$ cat src/rtl/row_timing_pkg.sv
`timescale 1ns/1ps
package row_timing_pkg;
  localparam int POS_W      = 12;
  localparam int LINE_W     = 11;
  localparam int FULL_LINES = 624;
  localparam int DOWN_FIRST = 2;
  localparam int UP_FIRST   = 3;

  typedef logic [POS_W-1:0]  pos_t;
  typedef logic [LINE_W-1:0] line_t;

  typedef struct packed {
    pos_t vck_at;
    pos_t enb_on_at;
    pos_t enb_off_at;
    pos_t pch_on_at;
    pos_t pch_len;
  } pos_cfg_t;

  // rows scanned for each mode code; unused codes fall back to full height
  function automatic line_t lines_for_mode(input logic [2:0] m);
    case (m)
      3'd1:    return line_t'(600);
      3'd2:    return line_t'(572);
      3'd3:    return line_t'(480);
      3'd4:    return line_t'(400);
      3'd5:    return line_t'(480);
      default: return line_t'(FULL_LINES);
    endcase
  endfunction

  // first scanned line of the frame for a direction
  function automatic line_t first_row(input logic up);
    return up ? line_t'(UP_FIRST) : line_t'(DOWN_FIRST);
  endfunction

  // cycle at which a pulse started at `start` ends, one bit wider
  function automatic logic [POS_W:0] pulse_end(input pos_t start, input pos_t len);
    return {1'b0, start} + {1'b0, len};
  endfunction
endpackage

$ cat src/rtl/line_timer.sv
`timescale 1ns/1ps
module line_timer #(
  parameter int W = 12
) (
  input  logic         clk,
  input  logic         rst,
  input  logic         restart,
  output logic [W-1:0] cyc
);
  localparam logic [W-1:0] CYC_MAX = '1;

  always_ff @(posedge clk) begin
    if (rst)                 cyc <= '0;
    else if (restart)        cyc <= '0;
    else if (cyc != CYC_MAX) cyc <= cyc + 1'b1;
  end
endmodule

$ cat src/rtl/frame_seq.sv
`timescale 1ns/1ps
module frame_seq
  import row_timing_pkg::*;
(
  input  logic       clk,
  input  logic       rst,
  input  logic       line_stb,
  input  logic       frame_stb,
  input  logic [2:0] mode_sel,
  input  logic       scan_up,
  input  pos_cfg_t   pos_in,
  output logic       armed,
  output pos_cfg_t   pos_q,
  output line_t      lines_q,
  output logic       full_q,
  output logic       in_win,
  output logic       vst_q,
  output logic       blk_q,
  output logic       pol_q
);
  localparam line_t IDX_MAX = '1;

  line_t           line_idx;
  line_t           next_idx;
  line_t           win_lo;
  logic [LINE_W:0] win_hi;
  logic            up_q;
  logic            frame_go;
  logic            next_up;
  logic            next_full;

  always_comb begin
    frame_go  = line_stb & frame_stb;
    next_up   = frame_go ? scan_up : up_q;
    next_full = frame_go ? (lines_for_mode(mode_sel) == line_t'(FULL_LINES)) : full_q;
    if (frame_go)                 next_idx = '0;
    else if (line_idx == IDX_MAX) next_idx = line_idx;
    else                          next_idx = line_idx + 1'b1;
    win_lo = first_row(up_q);
    win_hi = {1'b0, win_lo} + {1'b0, lines_q};
    in_win = armed && (line_idx >= win_lo) && ({1'b0, line_idx} < win_hi);
  end

  always_ff @(posedge clk) begin
    if (rst) begin
      armed    <= 1'b0;
      line_idx <= '0;
      pos_q    <= '0;
      lines_q  <= line_t'(FULL_LINES);
      full_q   <= 1'b1;
      up_q     <= 1'b0;
      vst_q    <= 1'b0;
      blk_q    <= 1'b0;
      pol_q    <= 1'b0;
    end else begin
      if (line_stb) pol_q <= ~pol_q;
      if (frame_go) begin
        armed   <= 1'b1;
        pos_q   <= pos_in;
        lines_q <= lines_for_mode(mode_sel);
        full_q  <= next_full;
        up_q    <= scan_up;
      end
      if (line_stb && (armed || frame_go)) begin
        line_idx <= next_idx;
        vst_q    <= (next_idx == first_row(next_up));
        blk_q    <= (next_idx == '0) && !next_full;
      end
    end
  end
endmodule

$ cat src/rtl/pulse_gen.sv
`timescale 1ns/1ps
module pulse_gen
  import row_timing_pkg::*;
(
  input  logic     clk,
  input  logic     rst,
  input  logic     line_stb,
  input  logic     in_win,
  input  pos_t     cyc,
  input  pos_cfg_t pos_q,
  output logic     vck_q,
  output logic     enb_q,
  output logic     pch_q
);
  logic [POS_W:0] pch_stop;
  logic           vck_hit;
  logic           enb_set;
  logic           enb_clr;
  logic           pch_set;
  logic           pch_clr;

  always_comb begin
    pch_stop = pulse_end(pos_q.pch_on_at, pos_q.pch_len);
    vck_hit  = in_win && !line_stb && (cyc == pos_q.vck_at);
    enb_set  = in_win && !line_stb && (cyc == pos_q.enb_on_at);
    enb_clr  = line_stb || (cyc == pos_q.enb_off_at);
    pch_set  = in_win && !line_stb && (cyc == pos_q.pch_on_at);
    pch_clr  = line_stb || ({1'b0, cyc} == pch_stop);
  end

  always_ff @(posedge clk) begin
    if (rst) begin
      vck_q <= 1'b0;
      enb_q <= 1'b0;
      pch_q <= 1'b0;
    end else begin
      if (vck_hit) vck_q <= ~vck_q;
      if (enb_clr)      enb_q <= 1'b0;
      else if (enb_set) enb_q <= 1'b1;
      if (pch_clr)      pch_q <= 1'b0;
      else if (pch_set) pch_q <= 1'b1;
    end
  end
endmodule

$ cat src/rtl/row_timing_gen.sv
`timescale 1ns/1ps
module row_timing_gen
  import row_timing_pkg::*;
(
  input  logic             clk,
  input  logic             rst,
  input  logic             line_stb,
  input  logic             frame_stb,
  input  logic [2:0]       mode_sel,
  input  logic             scan_up,
  input  logic [POS_W-1:0] vck_at,
  input  logic [POS_W-1:0] enb_on_at,
  input  logic [POS_W-1:0] enb_off_at,
  input  logic [POS_W-1:0] pch_on_at,
  input  logic [POS_W-1:0] pch_len,
  output logic             vst_o,
  output logic             vck_o,
  output logic             gate_en_o,
  output logic             pch_o,
  output logic             blk_o,
  output logic             pol_o
);
  pos_cfg_t pos_in;
  pos_cfg_t pos_q;
  pos_t     cyc;
  line_t    cfg_lines;
  logic     armed;
  logic     full_q;
  logic     in_win;
  logic     vst_q;
  logic     blk_q;
  logic     pol_q;
  logic     vck_q;
  logic     enb_q;
  logic     pchp_q;

  assign pos_in = {vck_at, enb_on_at, enb_off_at, pch_on_at, pch_len};

  line_timer #(.W(POS_W)) u_timer (
    .clk     (clk),
    .rst     (rst),
    .restart (line_stb),
    .cyc     (cyc)
  );

  frame_seq u_frame (
    .clk       (clk),
    .rst       (rst),
    .line_stb  (line_stb),
    .frame_stb (frame_stb),
    .mode_sel  (mode_sel),
    .scan_up   (scan_up),
    .pos_in    (pos_in),
    .armed     (armed),
    .pos_q     (pos_q),
    .lines_q   (cfg_lines),
    .full_q    (full_q),
    .in_win    (in_win),
    .vst_q     (vst_q),
    .blk_q     (blk_q),
    .pol_q     (pol_q)
  );

  pulse_gen u_pulse (
    .clk      (clk),
    .rst      (rst),
    .line_stb (line_stb),
    .in_win   (in_win),
    .cyc      (cyc),
    .pos_q    (pos_q),
    .vck_q    (vck_q),
    .enb_q    (enb_q),
    .pch_q    (pchp_q)
  );

  assign vst_o     = vst_q;
  assign vck_o     = vck_q;
  assign gate_en_o = enb_q;
  assign pch_o     = pchp_q | blk_q;
  assign blk_o     = blk_q;
  assign pol_o     = pol_q;
endmodule

$ cat config.mk
export PLATFORM = sky130hd
export DESIGN_NAME = row_timing_gen
export DESIGN_NICKNAME = d
export VERILOG_FILES = /design/src/rtl/row_timing_pkg.sv /design/src/rtl/line_timer.sv /design/src/rtl/frame_seq.sv /design/src/rtl/pulse_gen.sv /design/src/rtl/row_timing_gen.sv
export SDC_FILE = /design/constraint.sdc
export NUM_CORES = 1
export LEC_CHECK = 0
export BUFFER_PORTS_ARGS = -buffer_cell sky130_fd_sc_hd__buf_2
export CAP_MARGIN = 20
export CELL_PAD_IN_SITES_DETAIL_PLACEMENT = 1
export CELL_PAD_IN_SITES_GLOBAL_PLACEMENT = 1
export CORE_UTILIZATION = 33
export DETAILED_ROUTE_END_ITERATION = 8
export PLACE_DENSITY = 0.68
export SLEW_MARGIN = 20
export SYNTH_ARGS = -nofsm -noshare
export SYNTH_HDL_FRONTEND = slang
export SYNTH_SLANG_ARGS = --single-unit
$ cat constraint.sdc
create_clock -name clk -period 3.2 [get_ports clk]
set_input_delay 0.64 -clock clk [delete_from_list [all_inputs] [get_ports clk]]
set_output_delay 0.64 -clock clk [all_outputs]
set_load 0.05 [all_outputs]
==> metrics.md <==
| Metric | Value |
|---|---|
| Post-synth EDFFs | 0 |
| Largest net degree at the start of global routing | 73 |
| Max-Cap Viols | 0 |
| Starting Density | 33.8% |
| Status | finished, final reports clean |
| Reg clk slew, reported paths | 70 ps |
| Critical path class | reg -> reg |
| Startpoint types | register |
| Max-slew headroom | 53.3% |
| Post-synthesis sequential area ratio | 36.8% |
| First-pass GRT wire length | 24.8 mm |
| FP Rows | 46 |
| #FFs+latches synth | 99 |
| RSZ-0062 raised after global routing | false |
| CP max stage delay | 410 ps |
| Post-CTS setup repair buffer count | 0 |
| Worst-Skew Late Latency | 360 ps |
| DR DRC count | 0 |
| H-tree levels | 3 |
| WHS | 467 ps |
| Commonest cells in the netlist | nand2_1 (134), dfxtp_1 (99), a21oi_1 (88) |
| Top FF cell, synth | dfxtp_1 |
| Share of the synthesized area in the top cell type | 36.8% |
| Worst Hold Class | reg -> reg |
| Crit path arrival time | 2710 ps |
| Number of DRC markers in iteration 0 | 207 |
| # setup viols final | 0 |
| Area Overhead vs Synth | 15.9% |
| Final Skew | 6.97 ps |
| Dpl hpwl | 11.4 mm |
| Critical path, cell by cell | ha_1 > fa_1 > xor2_1 > xnor2_1 > o31ai_1 > a2111oi_0 > o311ai_1 > nor4_1 > a41oi_1 |
| Share of post-route cells with drive strength above 1 | 14.3% |
| Pwr dens | 456 mW/mm² |
| Critical Path Fanout Max | 3 |
| Final #Nets | 821 |
| CP Data Required Time | 3420 ps |
| Number of inserted diodes | 0 |
| CTS tree | built |
| Chip Width | 130 µm |
| CP max stage cell | fa_1 |
| Core Region | 0.0159 mm² |
| Leakage | 2.79 nW |
| VDD IR-drop max | 0.261 mV |
| CP Capture Type | register |
| GPL Wtd Cong | 0.903 |
| Total gr overflow | 0 |
| Gate Count Post-Synth | 683 |
| Drt wl/cell | 16.1 µm |
| Biggest area consumer among synthesized cells | dfxtp_1 |
| Ys async rst share | 0% |
| Final Critical Period | 2490 ps |
| Worst-Margin Slew | 700 ps |
| Clock buffer depth | 2 |
| CTS sink count | 99 |
| Netlist Area Pre-Place | 0.00539 mm² |
| Initial antenna violation count | 0 |
| Num CTS Buffers | 9 |
| Max-slew violations | 0 |
| IO buf count | 73 |
| Ranking of synthesized cells by area | dfxtp_1 (37%), xor2_1 (9.7%), nand2_1 (9.3%), a21oi_1 (8.2%), ha_1 (5.3%) |
| Synth unique cells | 56 |
| Hold buffer count at CTS | 0 |
| Delay-heaviest family, CP | compound AO/OA/AOI/OAI gates |
| GRT Total Usage | 19.1% |
| Top-count cell post-synth | nand2_1 |
| Hold Fails Final Rpt | 0 |
| Vias per std cell | 5.06 |
| Yosys warnings | 0 |
| Syn Nets | 775 |
| Vias in the first global route | 4,907 |
| Period utilization | 77.9% |
| Setup TNS | 0 ps |
| Routed via count | 4,811 |
| Antenna-violating nets left | 0 |
| Total die area | 0.0169 mm² |
| I/O pin count | 74 |
| Drt total wl | 15.3 mm |
| Post-Syn Area per Cell | 7.89 µm² |
| Critical path buffers and inverters | 0 |
| PostCTS Resize Cnt | 0 |
| Max Clk Rate | 0.401 GHz |
| Die height | 130 µm |
| Pre-antenna DRT Iters | 6 |
| Clk root buf | clkbuf_16 |
stage by stage:
stage	total power, W	cell area [µm²]	std cells	utilization (%)	setup WS [ps]
floorplan	0.00155	5390	683	-	940
global route	0.00297	6250	950	39.2	558
CTS	0.00289	6250	950	39.2	704
finish	0.00285	6250	950	39.2	706
detailed placement	0.00167	5920	934	37.1	703
global placement	0.00166	5920	934	37.1	760
tightest hold or removal path, cell delays in order (launching register included):
cell and delay (ps):
dfxtp_1 320, nand2_1 50, a21oi_1 50
worst paths after layout:
path	startpoint	end	slack [ps]	depth (start not counted)
hold reg to reg	u_frame.pos_q[11]	u_frame.pos_q[11]	470	2
hold / removal	u_frame.pos_q[11]	u_frame.pos_q[11]	470	2
setup / recovery	u_frame.pos_q[12]	u_pulse.pch_q	710	9
setup reg to reg	u_frame.pos_q[12]	u_pulse.pch_q	710	9
layout make-up:
type	instances	area [µm²]
clock inverters	4	72.6
inverters	15	56.3
fillers	1947	9700
clock buffers	12	256
repair buffers	80	430
well taps	216	270
flip-flops and latches	99	1980
multi-input cells	524	3180
report_power, final:
part | switching [W] | internal [W] | total (W) | leakage, nW
Combinational | 0.000192 | 0.000136 | 0.000328 | 1.82
Clock | 0.000478 | 0.000727 | 0.00121 | 0.159
Sequential | 0.0000358 | 0.00128 | 0.00131 | 0.807
Total | 0.000705 | 0.00214 | 0.00285 | 2.79
cell families after synthesis:
logic type / after synthesis / share of synthesized area [%]
and+or+nand+nor: 267 / 22.8
buffers and inverters: 60 / 4.34
xor gates and xnor gates: 82 / 13.5
adders and majority gates: 24 / 5.71
DFF: 99 / 36.8
muxes: 7 / 1.30
AOI/OAI and AO/OA: 144 / 15.7
state kept, by name (all words and copies together) (netlist names), 7 cells and up:
signal and flops:
u_frame.pos_q 60, u_timer.cyc 12, u_frame.line_idx 11, u_frame.lines_q 7
cells in the final DEF, fill, tap and decap left out, types with 18 or more instances in the layout:
cell type  synthesis  final
nor2_1            48     48
dfxtp_1           99     99
xnor2_1           21     21
nand2_1          134    133
nor4_1            18     18
ha_1              23     23
buf_2              7     73
xor2_1            60     60
a21oi_1           88     88
layer usage:
metal | vias to the layer above | wire length [µm] | GRT usage [%]
li1 | 2425 | - | -
met1 | 2310 | 7120 | 23.4
met2 | 61 | 7600 | 33.6
met3 | 15 | 401 | 4.59
met4 | 0 | 201 | 4.99
met5 | - | 0 | 0
No activity file was read; power rests on OpenSTA's default activity.
